### config.mk
export PLATFORM = sky130hd
export DESIGN_NAME = sof_trim_ctrl
export DESIGN_NICKNAME = d
export VERILOG_FILES = /design/src/rtl/sof_trim_pkg.sv /design/src/rtl/sof_period_counter.sv /design/src/rtl/sof_err_eval.sv /design/src/rtl/sof_trim_reg.sv /design/src/rtl/sof_trim_ctrl.sv
export SDC_FILE = /design/constraint.sdc
export NUM_CORES = 1
export LEC_CHECK = 0
export BUFFER_PORTS_ARGS = -buffer_cell sky130_fd_sc_hd__buf_2
export CAP_MARGIN = 20
export CELL_PAD_IN_SITES_DETAIL_PLACEMENT = 1
export CELL_PAD_IN_SITES_GLOBAL_PLACEMENT = 2
export CORE_MARGIN = 5
export CORE_UTILIZATION = 36
export DETAILED_ROUTE_END_ITERATION = 6
export GPL_TIMING_DRIVEN = 0
export MAX_ROUTING_LAYER = met4
export PLACE_DENSITY_LB_ADDON = 0.1
export SETUP_SLACK_MARGIN = 0.05
export SYNTH_ARGS = -nofsm -noshare
export SYNTH_HDL_FRONTEND = slang
export SYNTH_SLANG_ARGS = --single-unit
export TNS_END_PERCENT = 5
### constraint.sdc
create_clock -name clk -period 3.8 [get_ports clk]
set_input_delay 0 -clock clk [delete_from_list [all_inputs] [get_ports clk]]
set_output_delay 0 -clock clk [all_outputs]
set_load 0.02 [all_outputs]
### src/rtl/sof_trim_pkg.sv
package sof_trim_pkg;
  localparam int RLD_W  = 16;
  localparam int LIM_W  = 8;
  localparam int TRIM_W = 6;
  localparam int CNT_W  = RLD_W + 2;

  typedef logic signed [CNT_W-1:0] cnt_t;
  typedef logic        [CNT_W-1:0] mag_t;
  typedef logic        [TRIM_W-1:0] trim_t;

  typedef enum logic [1:0] {
    CLS_OK   = 2'd0,
    CLS_WARN = 2'd1,
    CLS_ERR  = 2'd2
  } cls_e;

  localparam trim_t TRIM_MAX = '1;
  localparam trim_t TRIM_MID = trim_t'(1) << (TRIM_W - 1);

  // Lowest value the period counter may reach: minus twice the limit.
  function automatic cnt_t floor_of(input logic [LIM_W-1:0] lim);
    cnt_t twice;
    twice = {{(CNT_W-LIM_W-1){1'b0}}, lim, 1'b0};
    return -twice;
  endfunction

  function automatic mag_t mag_of(input cnt_t c);
    return c[CNT_W-1] ? mag_t'(-c) : mag_t'(c);
  endfunction

  function automatic cls_e classify(input mag_t m, input logic [LIM_W-1:0] lim);
    mag_t lo;
    mag_t hi;
    lo = {{(CNT_W-LIM_W){1'b0}}, lim};
    hi = {{(CNT_W-LIM_W-1){1'b0}}, lim, 1'b0};
    if (m < lo)      return CLS_OK;
    else if (m < hi) return CLS_WARN;
    else             return CLS_ERR;
  endfunction

  function automatic trim_t trim_next(input trim_t t, input logic up);
    if (up) return (t == TRIM_MAX) ? t : t + trim_t'(1);
    else    return (t == '0) ? t : t - trim_t'(1);
  endfunction
endpackage

### src/rtl/sof_period_counter.sv
module sof_period_counter
  import sof_trim_pkg::*;
(
  input  logic             clk,
  input  logic             rst_n,
  input  logic             run,
  input  logic             sync_evt,
  input  logic [RLD_W-1:0] reload,
  input  cnt_t             floor_val,
  output cnt_t             cnt_q,
  output logic             armed_q,
  output logic             at_floor
);
  cnt_t start_val;

  assign start_val = {{(CNT_W-RLD_W){1'b0}}, reload};
  assign at_floor  = armed_q && (cnt_q == floor_val);

  always_ff @(posedge clk or negedge rst_n) begin
    if (!rst_n) begin
      cnt_q   <= '0;
      armed_q <= 1'b0;
    end else if (!run) begin
      cnt_q   <= start_val;
      armed_q <= 1'b0;
    end else if (sync_evt) begin
      cnt_q   <= start_val;
      armed_q <= 1'b1;
    end else if (armed_q && !at_floor) begin
      cnt_q   <= cnt_q - cnt_t'(1);
    end
  end
endmodule

### src/rtl/sof_err_eval.sv
module sof_err_eval
  import sof_trim_pkg::*;
(
  input  cnt_t             cnt,
  input  logic [LIM_W-1:0] lim,
  output mag_t             mag,
  output logic             neg,
  output cls_e             cls
);
  always_comb begin
    mag = mag_of(cnt);
    neg = cnt[CNT_W-1];
    cls = classify(mag, lim);
  end
endmodule

### src/rtl/sof_trim_reg.sv
module sof_trim_reg
  import sof_trim_pkg::*;
(
  input  logic  clk,
  input  logic  rst_n,
  input  logic  step_vld,
  input  logic  step_up,
  input  logic  load_vld,
  input  trim_t load_val,
  output trim_t trim_q
);
  always_ff @(posedge clk or negedge rst_n) begin
    if (!rst_n)        trim_q <= TRIM_MID;
    else if (load_vld) trim_q <= load_val;
    else if (step_vld) trim_q <= trim_next(trim_q, step_up);
  end
endmodule

### src/rtl/sof_trim_ctrl.sv
module sof_trim_ctrl
  import sof_trim_pkg::*;
#(
  parameter logic [RLD_W-1:0] RELOAD_RST = 16'd47999,
  parameter logic [LIM_W-1:0] LIMIT_RST  = 8'h22
) (
  input  logic                     clk,
  input  logic                     rst_n,
  input  logic                     sync_in,
  input  logic                     cfg_wr,
  input  logic [RLD_W+LIM_W-1:0]   cfg_wdata,
  input  logic                     ctl_wr,
  input  logic [TRIM_W+1:0]        ctl_wdata,
  output logic [TRIM_W-1:0]        trim_code,
  output logic                     sync_ok,
  output logic                     sync_warn,
  output logic                     sync_err,
  output logic                     sync_miss,
  output logic [CNT_W-1:0]         err_count,
  output logic                     err_neg
);
  localparam int CTL_EN   = 0;
  localparam int CTL_AUTO = 1;
  localparam int CTL_TRIM = 2;

  logic [RLD_W-1:0] reload_q;
  logic [LIM_W-1:0] limit_q;
  logic             cnt_en_q;
  logic             auto_q;

  cnt_t cnt_q;
  cnt_t floor_val;
  logic armed_q;
  logic at_floor;
  mag_t mag;
  logic neg;
  cls_e cls;

  // Named internal events, observed by the checker.
  logic capture;
  logic step_vld;
  logic load_vld;

  always_ff @(posedge clk or negedge rst_n) begin
    if (!rst_n) begin
      reload_q <= RELOAD_RST;
      limit_q  <= LIMIT_RST;
      cnt_en_q <= 1'b0;
      auto_q   <= 1'b0;
    end else begin
      if (cfg_wr) begin
        reload_q <= cfg_wdata[RLD_W-1:0];
        limit_q  <= cfg_wdata[RLD_W +: LIM_W];
      end
      if (ctl_wr) begin
        cnt_en_q <= ctl_wdata[CTL_EN];
        auto_q   <= ctl_wdata[CTL_AUTO];
      end
    end
  end

  assign floor_val = floor_of(limit_q);

  sof_period_counter u_cnt (
    .clk       (clk),
    .rst_n     (rst_n),
    .run       (cnt_en_q),
    .sync_evt  (sync_in),
    .reload    (reload_q),
    .floor_val (floor_val),
    .cnt_q     (cnt_q),
    .armed_q   (armed_q),
    .at_floor  (at_floor)
  );

  sof_err_eval u_eval (
    .cnt (cnt_q),
    .lim (limit_q),
    .mag (mag),
    .neg (neg),
    .cls (cls)
  );

  assign capture  = sync_in && cnt_en_q && armed_q;
  assign step_vld = capture && auto_q && (cls == CLS_WARN);
  assign load_vld = ctl_wr && !ctl_wdata[CTL_AUTO];

  sof_trim_reg u_trim (
    .clk      (clk),
    .rst_n    (rst_n),
    .step_vld (step_vld),
    .step_up  (!neg),
    .load_vld (load_vld),
    .load_val (ctl_wdata[CTL_TRIM +: TRIM_W]),
    .trim_q   (trim_code)
  );

  always_ff @(posedge clk or negedge rst_n) begin
    if (!rst_n) begin
      sync_ok   <= 1'b0;
      sync_warn <= 1'b0;
      sync_err  <= 1'b0;
      sync_miss <= 1'b0;
      err_count <= '0;
      err_neg   <= 1'b0;
    end else if (capture) begin
      sync_ok   <= (cls == CLS_OK);
      sync_warn <= (cls == CLS_WARN);
      sync_err  <= (cls == CLS_ERR);
      sync_miss <= 1'b0;
      err_count <= mag;
      err_neg   <= neg;
    end else if (at_floor && cnt_en_q) begin
      sync_miss <= 1'b1;
    end
  end
endmodule

Word level (Yosys, flattened, before mapping)

Cells that the tools add are included.

Add/subtract/negate cells: 5
Order comparisons: 2
Equality and inequality tests: 8
Muxes and demuxes: 15
Reductions and logical operators: 15

Operators by type and width:

| kind                                               | count |
|---|---|
| two-way mux 18 bit                                 | 4 |
| two-way mux 6 bit                                  | 5 |
| == test 18 bit                                     | 1 |
| less-than comparator 18 x 8 -> 1 bit               | 1 |
| less-than comparator 18 x 9 -> 1 bit               | 1 |
| negator 18 bit                                     | 1 |
| negator 9 -> 18 bit                                | 1 |
| subtractor 18 x 2 -> 18 bit, second input constant | 1 |
| logical AND 1 bit                                  | 8 |
| adder 6 x 1 -> 6 bit, second input constant        | 1 |
| == test 6 bit, second input constant               | 1 |
| zero test 6 bit                                    | 1 |
| != test 3 bit, second input constant               | 2 |
| subtractor 6 x 1 -> 6 bit, second input constant   | 1 |
| two-way mux 1 bit                                  | 4 |
| two-way mux 2 bit                                  | 2 |
| nonzero test 2 bit                                 | 2 |
| != test 3 x 2 -> 1 bit, second input constant      | 1 |
| AND reduction 3 bit                                | 1 |
| == test 2 x 1 -> 1 bit, second input constant      | 1 |
| == test 2 bit, second input constant               | 1 |
| zero test 1 bit                                    | 2 |
| zero test 2 bit                                    | 1 |
| != test 2 bit, second input constant               | 1 |

Register bits: 74
Output and inout bits: 29
Word-level logic and storage cells: 58

Depth between registers and ports, before layout

Gate-level depths: netlist of the first run.

Depth in word-level cells: 9
Depth in mapped cells: 15
Mapped depth without buffers: 14

Hierarchy

A second synthesis of the first run with hierarchy kept.

Cells, all modules: 483
Area, all modules: 4,880.9 sq um

By module, submodules not included:

| module             | instances | cells each | area an instance (sq um) |
|---|---|---|---|
| sof_trim_ctrl      | 1         | 146        | 2,021.9 |
| sof_period_counter | 1         | 153        | 1,411.4 |
| sof_err_eval       | 1         | 130        | 945.9 |
| sof_trim_reg       | 1         | 54         | 501.7 |

Worst setup path after synthesis of the first run

Ideal clock, no wire load.

Kind: flip-flop to flip-flop
Start point: register u_cnt.cnt_q[17]
End point: register u_trim.trim_q[5]
Setup time: 0.077 ns
Arrival time: 3.109 ns
Setup slack: 0.614 ns
Cell stages (with the launch flop): 14
Buffers on the path: 3
Clock period less this slack: 3.186 ns
Cell sequence: dfrtp_1 > buf_1 > clkbuf_1 > nand2_1 > xnor2_1 > ha_1 > a21o_1 > a211o_1 > a41oi_1 > o211ai_1 > and4_1 > buf_4 > a31o_1 > a31oi_1

RTL lines:

| what                                   | line                     | text |
|---|---|---|
| start, declared                        | sof_period_counter.sv:10 | `output cnt_t cnt_q,` |
| start signal, assigned                 | sof_period_counter.sv:24 | `cnt_q <= start_val;` |
| start signal, assigned                 | sof_period_counter.sv:27 | `cnt_q <= start_val;` |
| start signal, assigned                 | sof_period_counter.sv:30 | `cnt_q <= cnt_q - cnt_t'(1);` |
| two-way mux 18 bit *                   | sof_trim_pkg.sv:28       | `return c[CNT_W-1] ? mag_t'(-c) : mag_t'(c);` |
| via mag[4]                             | sof_trim_ctrl.sv:35      | `mag_t mag;` |
| less-than comparator 18 x 9 -> 1 bit   | sof_trim_pkg.sv:37       | `else if (m < hi) return CLS_WARN;` |
| two-way mux 2 bit                      | sof_trim_pkg.sv:37       |  |
| two-way mux 2 bit *                    | sof_trim_pkg.sv:36       | `if (m < lo) return CLS_OK;` |
| == test 2 x 1 -> 1 bit *               | sof_trim_ctrl.sv:85      | `assign step_vld = capture && auto_q && (cls == CLS_WARN);` |
| logical AND 1 bit *                    | sof_trim_ctrl.sv:85      |  |
| nonzero test 2 bit (no source line) *  | -                        |  |
| AND reduction 3 bit (no source line) * | -                        |  |
| end signal, assigned                   | sof_trim_reg.sv:14       | `else if (load_vld) trim_q <= load_val;` |
| end signal, assigned                   | sof_trim_reg.sv:15       | `else if (step_vld) trim_q <= trim_next(trim_q, step_up);` |
| end, declared                          | sof_trim_reg.sv:10       | `output trim_t trim_q` |

The timed path passes the listed nets; every way through them passes the cells marked *. The select of a mux whose other input is x is not followed.
A chain may end at the register's enable or synchronous reset.

Worst setup path after layout of the first run

Start point: register u_cnt.cnt_q[3]
End point: register u_trim.trim_q[5]

Word-level cells in the longest chain between the ends: 9

RTL lines:

| what                                   | line |
|---|---|
| negator 18 bit *                       | sof_trim_pkg.sv:28 |
| two-way mux 18 bit *                   | sof_trim_pkg.sv:28 |
| via mag[5]                             | sof_trim_ctrl.sv:35 |
| less-than comparator 18 x 9 -> 1 bit   | sof_trim_pkg.sv:37 |
| two-way mux 2 bit                      | sof_trim_pkg.sv:37 |
| two-way mux 2 bit *                    | sof_trim_pkg.sv:36 |
| == test 2 x 1 -> 1 bit *               | sof_trim_ctrl.sv:85 |
| logical AND 1 bit *                    | sof_trim_ctrl.sv:85 |
| nonzero test 2 bit (no source line) *  | - |
| AND reduction 3 bit (no source line) * | - |

The timed path passes the listed nets; every way through them passes the cells marked *.

==> results.json, run 1 <==
{
  "grt_pass1_wl_mm": 21.8,
  "synthCells": 496,
  "grt_setup_unrepaired": "yes",
  "flow.area_growth_from_synthesis_pct": 29.0,
  "cts.path.max_buffers": 2,
  "total_track_usage_pct": 19.4,
  "post_synth_edffs": 0,
  "max-vdd-ir-drop_mv": 0.274,
  "row_count": 41,
  "arrival_ns": 3.84,
  "power_mw": 2.72,
  "total_nets_final": 671,
  "timing.clock.skew_ns": 0.00848,
  "timing_hold_violations_final": 0,
  "routed-via-count": 3989,
  "design.core.area_um2": 12500,
  "criticalPathCategory": "flip-flop to flip-flop",
  "placement.io_buffers": 65,
  "yosysSeqAreaShare_pct": 41.2,
  "timing.hold.worst.class": "input port to flip-flop",
  "synth.cell_area_um2": 4540,
  "synthesis.yosys.warnings": 0,
  "slew_viol_final": 0,
  "fp.dieArea_um2": 15000,
  "synth_nets": 556,
  "drc_errors": 0,
  "instances_no_fill": 788,
  "syn_area_per_cell_um2": 9.16,
  "route.antenna.remaining_nets": 0,
  "outcome": "finished, final reports clean",
  "cts_post_setup_buffers_inserted": 0,
  "largest_net_degree_at_the_start_of_global_routing": 42,
  "setup_viol": 0,
  "finalWeightedCongestion": 0.891,
  "synth_ff_type": "dfrtp_1",
  "clk-insertion-delay-late_ns": 0.35,
  "worst_path_max_delay_cell": "or4_1",
  "netlist-cell-type-count": 57,
  "drive_above_1_share_pct": 23.4,
  "final.min_clock_period_ns": 3.56,
  "n_fill_cell": 1497,
  "fp.dieW_um": 122,
  "synth_compound_area_share_pct": 13.2,
  "clk_pin_slew_ns": 0.06,
  "synth_area_in_simple_gates_pct": 20.1,
  "timing.hold.ws_ns": 0.00920,
  "area.sequential_um2": 1870,
  "detail_placement_hpwl_mm": 10.1,
  "clockRootBuffer": "clkbuf_16",
  "critical_path.startpoint_type": "flip-flop",
  "layout_commonest_cell": "nand2_1",
  "yosys-mux-area-fraction_pct": 5.15,
  "cts_inserted_buffers": 9,
  "utilization_pct": 46.8,
  "remaining_global_route_overflow": 0,
  "n_antenna_cell": 0,
  "start_util_pct": 36.3,
  "mostFrequentLayoutCells": "nand2_1, buf_2, dfrtp_1",
  "totalNegativeSetupSlack_ns": 0,
  "ys_async_sr_fraction_pct": 100,
  "grt_pass1_vias": 4153,
  "route.detailed.vias_per_inst": 5.06,
  "postSynthRegisterBits": 74,
  "multiInputGateArea_um2": 2490,
  "largest_incremental_delay_on_the_critical_path_ns": 0.61,
  "max_cap_violations": 0,
  "worstMarginPinSlew_ns": 0.643,
  "detail_route.wl_per_cell_um": 17.0,
  "dp_cells": 734,
  "ioPinCount": 66,
  "total_leakage_power_nw": 2.59,
  "layout_worst_path_cycle_share_pct": 93.8,
  "max_slew_margin_pct": 56.8,
  "tritoncts_num_sinks": 74,
  "tritoncts": "done",
  "cp-end-kind": "flip-flop",
  "number_of_drc_markers_after_the_initial_detailed_route_iteration": 180,
  "required_ns": 4.08,
  "synthAdderAreaFrac_pct": 6.50,
  "grt_antenna_before_repair": 0,
  "ctsHtreeMaxLevel": 3,
  "largest_family_of_logic_cells_by_synthesized_area": "simple AND/OR/NAND/NOR gates",
  "total_routed_wirelength_mm": 13.4,
  "die_h_um": 122,
  "synthXorXnorAreaFrac_pct": 8.68,
  "cp_cell_sequence": "buf_2 -> or4_1 -> o21ai_0 -> xnor2_1 -> ha_1 -> a211o_1 -> a41oi_1 -> o211ai_1 -> and4_1 -> buf_4 -> a31o_1 -> a31oi_1",
  "critical_path_peak_fanout": 10,
  "first_pass_iters": 4,
  "cellPowerDensity_nw_per_um2": 464,
  "highest_clock_frequency_the_design_can_meet_mhz": 281
}
## through the flow
stage	worst slack [ns]	instance area, um^2
floorplan	0.614	4540
global placement	-0.302	5080
detailed placement	-0.318	5110
CTS	0.0265	5830
global route	-0.0256	5860
finish	0.237	5860
## synthesized netlist by cell type (3+ instances only)
master / count / area (um^2)
a21o_1: 3 / 22.5
clkbuf_1: 17 / 63.8
nor4_1: 9 / 56.3
nand3_1: 20 / 100
nor3_1: 10 / 50.1
buf_2: 8 / 40.0
buf_1: 3 / 11.3
a31oi_1: 10 / 62.6
nor2b_1: 5 / 31.3
or3_1: 5 / 31.3
o31ai_1: 4 / 30.0
a41oi_1: 3 / 26.3
xnor2_1: 23 / 201
dfstp_2: 16 / 420
or4_1: 4 / 30.0
o21ai_0: 37 / 185
ha_1: 22 / 275
dfrtp_1: 58 / 1450
a21oi_1: 7 / 35.0
nand2_1: 76 / 285
inv_1: 22 / 82.6
o21ai_1: 9 / 45.0
mux2_2: 19 / 214
nand2b_1: 8 / 50.1
xor2_1: 22 / 193
nor2_1: 25 / 93.8
nand4_1: 11 / 68.8
## layer usage
layer / GRT usage, % / up-vias / part of all wire [%]
li1: - / 1974 / -
met1: 24.7 / 1917 / 47
met2: 31.7 / 84 / 47
met3: 2.95 / 14 / 4.3
met4: 6.37 / 0 / 1.4
met5: - / - / 0
## worst max-delay path: cells and delay by family, from the launching register on
kind / cells / cell delay (ns)
flops: 1 / 0.35
xor+xnor: 1 / 0.23
buf+inv: 2 / 0.36
simple gates: 2 / 0.83
compound gates: 6 / 1.39
fa+ha+maj: 1 / 0.32
## sequential cells by signal (all words and copies together), names as in the netlist
| register | flops |
|---|---|
| auto_q | 1 |
| cnt_en_q | 1 |
| err_count | 18 |
| err_neg | 1 |
| limit_q | 8 |
| reload_q | 16 |
| sync_err | 1 |
| sync_miss | 1 |
| sync_ok | 1 |
| sync_warn | 1 |
| u_cnt.armed_q | 1 |
| u_cnt.cnt_q | 18 |
| u_trim.trim_q | 6 |
## logic make-up after synthesis
family	Yosys count
AO/OA/AOI/OAI	93
XOR/XNOR	45
adder cells (fa/ha/maj)	23
buffers and inverters	54
flip-flops	74
multiplexers	21
AND/OR/NAND/NOR	186
## path summary, 6_finish.rpt
| kind | depth (start not counted) | slack [ns] | end | startpoint |
|---|---|---|---|---|
| max | 12 | 0.24 | u_trim.trim_q[5]$_DFFE_PN1P_ | u_cnt.cnt_q[3]$_DFFE_PN0P_ |
| min | 4 | 0.009 | u_trim.trim_q[5]$_DFFE_PN1P_ | ctl_wr |
| max reg2reg | 12 | 0.24 | u_trim.trim_q[5]$_DFFE_PN1P_ | u_cnt.cnt_q[3]$_DFFE_PN0P_ |
| min reg2reg | 2 | 0.47 | err_count[11]$_DFFE_PN0P_ | err_count[11]$_DFFE_PN0P_ |
| max in group asynchronous | 3 | 3.01 | reload_q[6]$_DFFE_PN1P_ | rst_n |
| min in group asynchronous | 2 | 0.15 | err_count[5]$_DFFE_PN0P_ | rst_n |
## power breakdown
part           leakage, nW  switching [mW]  internal [mW]
Sequential           0.880          0.0780          0.920
Clock                0.153           0.357          0.577
Combinational         1.56           0.478          0.310
## final cells by class
class                   instances  area share, %
flip-flops and latches         74           32.0
repair buffers                104           12.4
clock inverters                 6           1.54
well taps                     172           3.67
multi-input cells             368           42.4
inverters                      22           1.41
clock buffers                  10           3.91
plain buffers                  32           2.65
## repair_timing
item | CTS | global route
pin swaps | 0 | 0
resized for setup | 6 | 5
endpoints found under the hold margin | 66 | 0
endpoints found under the setup margin | 6 | 6
hold buffers | 38 | 0
No activity file was read; power rests on OpenSTA's default activity.
==> inputs of run 2 (changes only) <==
PLACE_DENSITY = 0.78   (was default)
PLACE_DENSITY_LB_ADDON = default   (was 0.1)
==> run 2 against run 1 <==
Net effect: count of clock-buffer cells in the layout shrank 1; clock power rose by 13%; largest cell class unchanged; die area stayed put; sequential power barely moved; flip-flop and latch count unchanged; wire length is 1.7% higher; first-iteration DRC count grew 12%; sequential share of layout area shrank 0.38 points; critical path depth is the same; critical path type unchanged; critical endpoint unchanged; fmax is 1.6% lower; register-to-register slack worse by 0.06 ns; final cell count unchanged.
==> results.json, run 2 (synthesis results as in run 1) <==
{
  "outcome": "finished, final reports clean",
  "timing.clock.skew_ns": 0.00713,
  "drive_above_1_share_pct": 24.0,
  "grt_pass1_wl_mm": 22.4,
  "critical_path_peak_fanout": 10,
  "die_h_um": 122,
  "total_leakage_power_nw": 2.63,
  "first_pass_iters": 4,
  "totalNegativeSetupSlack_ns": 0,
  "design.core.area_um2": 12500,
  "n_fill_cell": 1499,
  "largest_incremental_delay_on_the_critical_path_ns": 0.60,
  "critical_path.startpoint_type": "flip-flop",
  "ctsHtreeMaxLevel": 3,
  "fp.dieW_um": 122,
  "layout_worst_path_cycle_share_pct": 95.3,
  "instances_no_fill": 788,
  "grt_antenna_before_repair": 0,
  "drc_errors": 0,
  "utilization_pct": 47.4,
  "placement.io_buffers": 65,
  "total_track_usage_pct": 19.9,
  "reg2reg_to": "u_trim.trim_q[5]$_DFFE_PN1P_",
  "largest_net_degree_at_the_start_of_global_routing": 42,
  "required_ns": 4.07,
  "tritoncts_num_sinks": 74,
  "clockRootBuffer": "clkbuf_16",
  "cp-endpoint": "u_trim.trim_q[5]$_DFFE_PN1P_",
  "cts_inserted_buffers": 9,
  "timing.hold.ws_ns": 0.0683,
  "worst_path_max_delay_cell": "or4_1",
  "rrSetupSlack_ns": 0.18,
  "cp_cell_sequence": "buf_2 -> or4_1 -> o21ai_0 -> xnor2_1 -> ha_1 -> a211o_1 -> a41oi_1 -> o211ai_1 -> and4_1 -> buf_4 -> a31o_1 -> a31oi_1",
  "ioPinCount": 66,
  "reg2reg_from": "u_cnt.cnt_q[3]$_DFFE_PN0P_",
  "postLayoutSetupSlackWorst_ns": 0.180,
  "cts_post_setup_buffers_inserted": 0,
  "fp.dieArea_um2": 15000,
  "cts.path.max_buffers": 2,
  "mostFrequentLayoutCells": "nand2_1, buf_2, dfrtp_1",
  "total_routed_wirelength_mm": 13.6,
  "detail_route.wl_per_cell_um": 17.3,
  "timing.hold.worst.class": "input port to flip-flop",
  "flow.area_growth_from_synthesis_pct": 30.5,
  "highest_clock_frequency_the_design_can_meet_mhz": 276,
  "cp-end-kind": "flip-flop",
  "start_util_pct": 36.3,
  "grt_setup_unrepaired": "no",
  "final.min_clock_period_ns": 3.62,
  "crit_start": "u_cnt.cnt_q[3]$_DFFE_PN0P_",
  "slew_viol_final": 0,
  "n_antenna_cell": 0,
  "place_ws_ns": -0.499,
  "number_of_drc_markers_after_the_initial_detailed_route_iteration": 202,
  "setup_viol": 0,
  "top_regs": "err_count x18, u_cnt.cnt_q x18, reload_q x16",
  "max-vdd-ir-drop_mv": 0.246,
  "total_nets_final": 671,
  "route.antenna.remaining_nets": 0,
  "remaining_global_route_overflow": 0,
  "worst-r2r-cell-count": 12,
  "clk_pin_slew_ns": 0.06,
  "max_cap_violations": 0,
  "detail_placement_hpwl_mm": 10.3,
  "max_slew_margin_pct": 53.1,
  "tritoncts": "done",
  "route.detailed.vias_per_inst": 5.15,
  "grt_pass1_vias": 4321,
  "hold_depth": 4,
  "dp_cells": 734,
  "criticalPathCategory": "flip-flop to flip-flop",
  "row_count": 41,
  "cellPowerDensity_nw_per_um2": 481,
  "finalWeightedCongestion": 0.862,
  "layout_commonest_cell": "nand2_1",
  "arrival_ns": 3.89,
  "routed-via-count": 4055,
  "clk-insertion-delay-late_ns": 0.35,
  "timing_hold_violations_final": 0,
  "worstMarginPinSlew_ns": 0.698
}
run 2: per-layer routing:
metal | part of all wire, % | routed length [um] | track usage (%)
met1 | 45 | 6120 | 24.7
met2 | 49 | 6620 | 32.6
met3 | 4.2 | 573 | 3.32
met4 | 2.4 | 327 | 7.91
met5 | 0 | 0 | -
run 2: area by class of cell:
cell class | instances | area (um^2) | share of cell area, %
tap | 172 | 215 | 3.63
clock buffer | 9 | 225 | 3.80
timing repair buffer | 104 | 728 | 12.3
clock inverter | 7 | 141 | 2.38
inverter | 22 | 82.6 | 1.39
multi-input combinational | 368 | 2510 | 42.3
sequential | 74 | 1870 | 31.6
buffer | 32 | 158 | 2.66
run 2: worst min-delay path by stage:
stage | slack, ns | start | endpoint
floorplan | -0.30 | rst_n | auto_q$_DFFE_PN0P_
CTS | 0.05 | ctl_wr | u_trim.trim_q[5]$_DFFE_PN1P_
finish | 0.07 | ctl_wr | u_trim.trim_q[5]$_DFFE_PN1P_
global route | 0.12 | ctl_wr | u_trim.trim_q[5]$_DFFE_PN1P_
detailed placement | -0.02 | rst_n | err_count[4]$_DFFE_PN0P_
global placement | 0.21 | cfg_wdata[20] | limit_q[4]$_DFFE_PN0P_
run 2: report_power, final:
part	total [mW]	leakage [nW]	switching (mW)	internal, mW
sequential	1.00	0.880	0.0826	0.920
combinational	0.791	1.57	0.478	0.313
clock	1.06	0.176	0.351	0.708
total	2.85	2.63	0.912	1.94
run 2: timing repair:
| item | in CTS | in global routing |
|---|---|---|
| hold endpoints to repair | 71 | 0 |
| pin swaps | 0 | 0 |
| resized for setup | 9 | 7 |
| endpoints found under the setup margin | 9 | 6 |
| hold buffers | 38 | 0 |
run 2: critical path: cells and delay by family (launching register included):
family	cells	cell delay, ns
AND/OR/NAND/NOR	2	0.84
XOR/XNOR	1	0.26
buffers and inverters	2	0.37
adder cells (fa/ha/maj)	1	0.33
AO/OA/AOI/OAI	6	1.38
flip-flops	1	0.36
run 2: per-stage QoR:
step | instance area [um^2] | total power, mW
after floorplan | 4540 | 1.50
after global placement | 5080 | 1.73
after detailed placement | 5110 | 1.76
after CTS | 5890 | 2.88
after global routing | 5930 | 3.02
final | 5930 | 2.85
==> inputs of run 3 (changes only) <==
BUFFER_PORTS_ARGS = default   (was -buffer_cell sky130_fd_sc_hd__buf_2)
CORE_UTILIZATION = 39   (was 36)
DONT_BUFFER_PORTS = 1   (was default)
PLACE_DENSITY = 0.76   (was 0.78)
==> run 3 against run 2 <==
Net effect: die area shrank 7.1%; register-to-register slack gained 0.04 ns; clock power shrank 13%; final cell count shrank 12%; first-iteration DRC count grew 29%; wire length shrank 6.3%; sequential share of layout area grew 2.2 points; count of clock-buffer cells in the layout grew 5; largest power group is now sequential cells; worst hold slack lost 0.059 ns.
==> results.json, run 3 (synthesis results as in run 1) <==
{
  "route.detailed.vias_per_inst": 5.39,
  "total_routed_wirelength_mm": 12.8,
  "design.core.area_um2": 11400,
  "grt_antenna_before_repair": 0,
  "final.min_clock_period_ns": 3.58,
  "cts.path.max_buffers": 2,
  "start_util_pct": 39.8,
  "pwr-share-clk_pct": 35.1,
  "layout_commonest_cell": "nand2_1",
  "drive_above_1_share_pct": 14.5,
  "clk-insertion-delay-late_ns": 0.35,
  "grt_pass1_vias": 3947,
  "arrival_ns": 3.85,
  "share_seq_of_total_power_pct": 41.6,
  "drc_errors": 0,
  "critical_path_peak_fanout": 10,
  "n_fill_cell": 1308,
  "fp.dieW_um": 118,
  "dp_cells": 639,
  "finalWeightedCongestion": 0.878,
  "tritoncts_num_sinks": 74,
  "max_cap_violations": 0,
  "max-vdd-ir-drop_mv": 0.286,
  "total_leakage_power_nw": 2.35,
  "fp.dieArea_um2": 13900,
  "total_nets_final": 608,
  "layout.cell_area.non_filler_um2": 5540,
  "instances_no_fill": 696,
  "top_regs": "err_count x18, u_cnt.cnt_q x18, reload_q x16",
  "flow.area_growth_from_synthesis_pct": 21.9,
  "slew_viol_final": 0,
  "ioPinCount": 66,
  "tritoncts": "done",
  "cell_internal_pwr_mw": 1.79,
  "largest_net_degree_at_the_start_of_global_routing": 75,
  "detail_route.wl_per_cell_um": 18.4,
  "timing.clock.skew_ns": 0.00850,
  "placement.io_buffers": 0,
  "remaining_global_route_overflow": 0,
  "place_ws_ns": -0.373,
  "route.antenna.remaining_nets": 0,
  "timing_hold_violations_final": 0,
  "ctsHtreeMaxLevel": 3,
  "cp-end-kind": "flip-flop",
  "row_count": 39,
  "required_ns": 4.07,
  "grt_pass1_wl_mm": 21.1,
  "total_track_usage_pct": 19.5,
  "n_antenna_cell": 0,
  "routed-via-count": 3753,
  "comb_power_share_pct": 23.2,
  "first_pass_iters": 4,
  "mostFrequentLayoutCells": "nand2_1, dfrtp_1, dlygate4sd3_1",
  "cellPowerDensity_nw_per_um2": 477,
  "p_switching_mw": 0.852,
  "number_of_drc_markers_after_the_initial_detailed_route_iteration": 260,
  "timing.hold.ws_ns": 0.00921,
  "max_slew_margin_pct": 58.2,
  "highest_clock_frequency_the_design_can_meet_mhz": 279,
  "cts_inserted_buffers": 9,
  "criticalPathCategory": "flip-flop to flip-flop",
  "grt_setup_unrepaired": "yes",
  "postPlaceCellArea_um2": 4720,
  "clockRootBuffer": "clkbuf_16",
  "outcome": "finished, final reports clean",
  "die_h_um": 118,
  "switching_share_pct": 32.3,
  "critical_path.startpoint_type": "flip-flop",
  "timing.hold.worst.class": "input port to flip-flop",
  "postLayoutSetupSlackWorst_ns": 0.219,
  "clk_pin_slew_ns": 0.06,
  "setup_viol": 0,
  "detail_placement_hpwl_mm": 9.59,
  "layout_worst_path_cycle_share_pct": 94.2,
  "worstMarginPinSlew_ns": 0.627
}
==> run 3: final timing paths <==
| kind | start | end | slack, ns | depth (start not counted) |
|---|---|---|---|---|
| worst max-delay path | u_cnt.cnt_q[17]$_DFFE_PN0P_ | u_trim.trim_q[5]$_DFFE_PN1P_ | 0.22 | 13 |
| worst min-delay path | sync_in | u_cnt.cnt_q[0]$_DFFE_PN0P_ | 0.009 | 2 |
| worst max register to register | u_cnt.cnt_q[17]$_DFFE_PN0P_ | u_trim.trim_q[5]$_DFFE_PN1P_ | 0.22 | 13 |
| worst min register to register | reload_q[10]$_DFFE_PN0P_ | u_cnt.cnt_q[10]$_DFFE_PN0P_ | 0.49 | 2 |
| max in group asynchronous | rst_n | reload_q[2]$_DFFE_PN1P_ | 3.24 | 2 |
| min in group asynchronous | rst_n | limit_q[4]$_DFFE_PN0P_ | 0.22 | 2 |
==> run 3: worst max-delay path, cell delays in order, from the launching register on <==
cell and delay, ns:
dfrtp_2 0.47, buf_2 0.28, buf_2 0.31, nand2_1 0.13, xnor2_2 0.27, ha_1 0.30
a21o_1 0.18, a211o_1 0.28, a41oi_1 0.23, o211ai_1 0.25, and4_1 0.24, buf_4 0.16
a31o_1 0.20, a31oi_1 0.17
==> run 3: final cells by class <==
class	count	area, um^2	area share [%]
multi-input combinational	368	2500	45.1
sequential	74	1870	33.8
timing repair buffer	41	428	7.73
clock buffer	14	264	4.77
tap	143	179	3.23
buffer	32	155	2.80
inverter	22	82.6	1.49
clock inverter	2	60.1	1.08
==> run 3: stage by stage <==
stage | TNS [ns] | utilization, % | power (mW)
2_1_floorplan | 0 | - | 1.50
3_3_place_gp | -1.34 | 41.4 | 1.63
3_5_place_dp | -1.66 | 41.4 | 1.66
4_1_cts | 0 | 48.1 | 2.66
5_1_grt | 0 | 48.5 | 2.81
6_report | 0 | 48.5 | 2.64
==> run 3: routing by layer <==
layer  GRT usage [%]  routed length [um]
met1            24.8                5880
met2            30.6                6100
met3            4.42                 601
met4            6.67                 199
met5               -                   0
==> run 3: power groups by stage <==
stage / logic, mW / registers [mW] / clock network (mW)
final: 0.614 / 1.10 / 0.927
after global routing: 0.692 / 1.12 / 1.00
after CTS: 0.604 / 1.10 / 0.955
after detailed placement: 0.544 / 1.11 / 0
after global placement: 0.524 / 1.11 / 0
after floorplan: 0.418 / 1.08 / 0
==> run 3: timing repair <==
item	4_1_cts	5_1_grt
hold buffers	41	0
gates resized for setup	4	10
hold endpoints to repair	110	0
endpoints found under the setup margin	7	6
gates cloned	0	0
buffers inserted	0	0
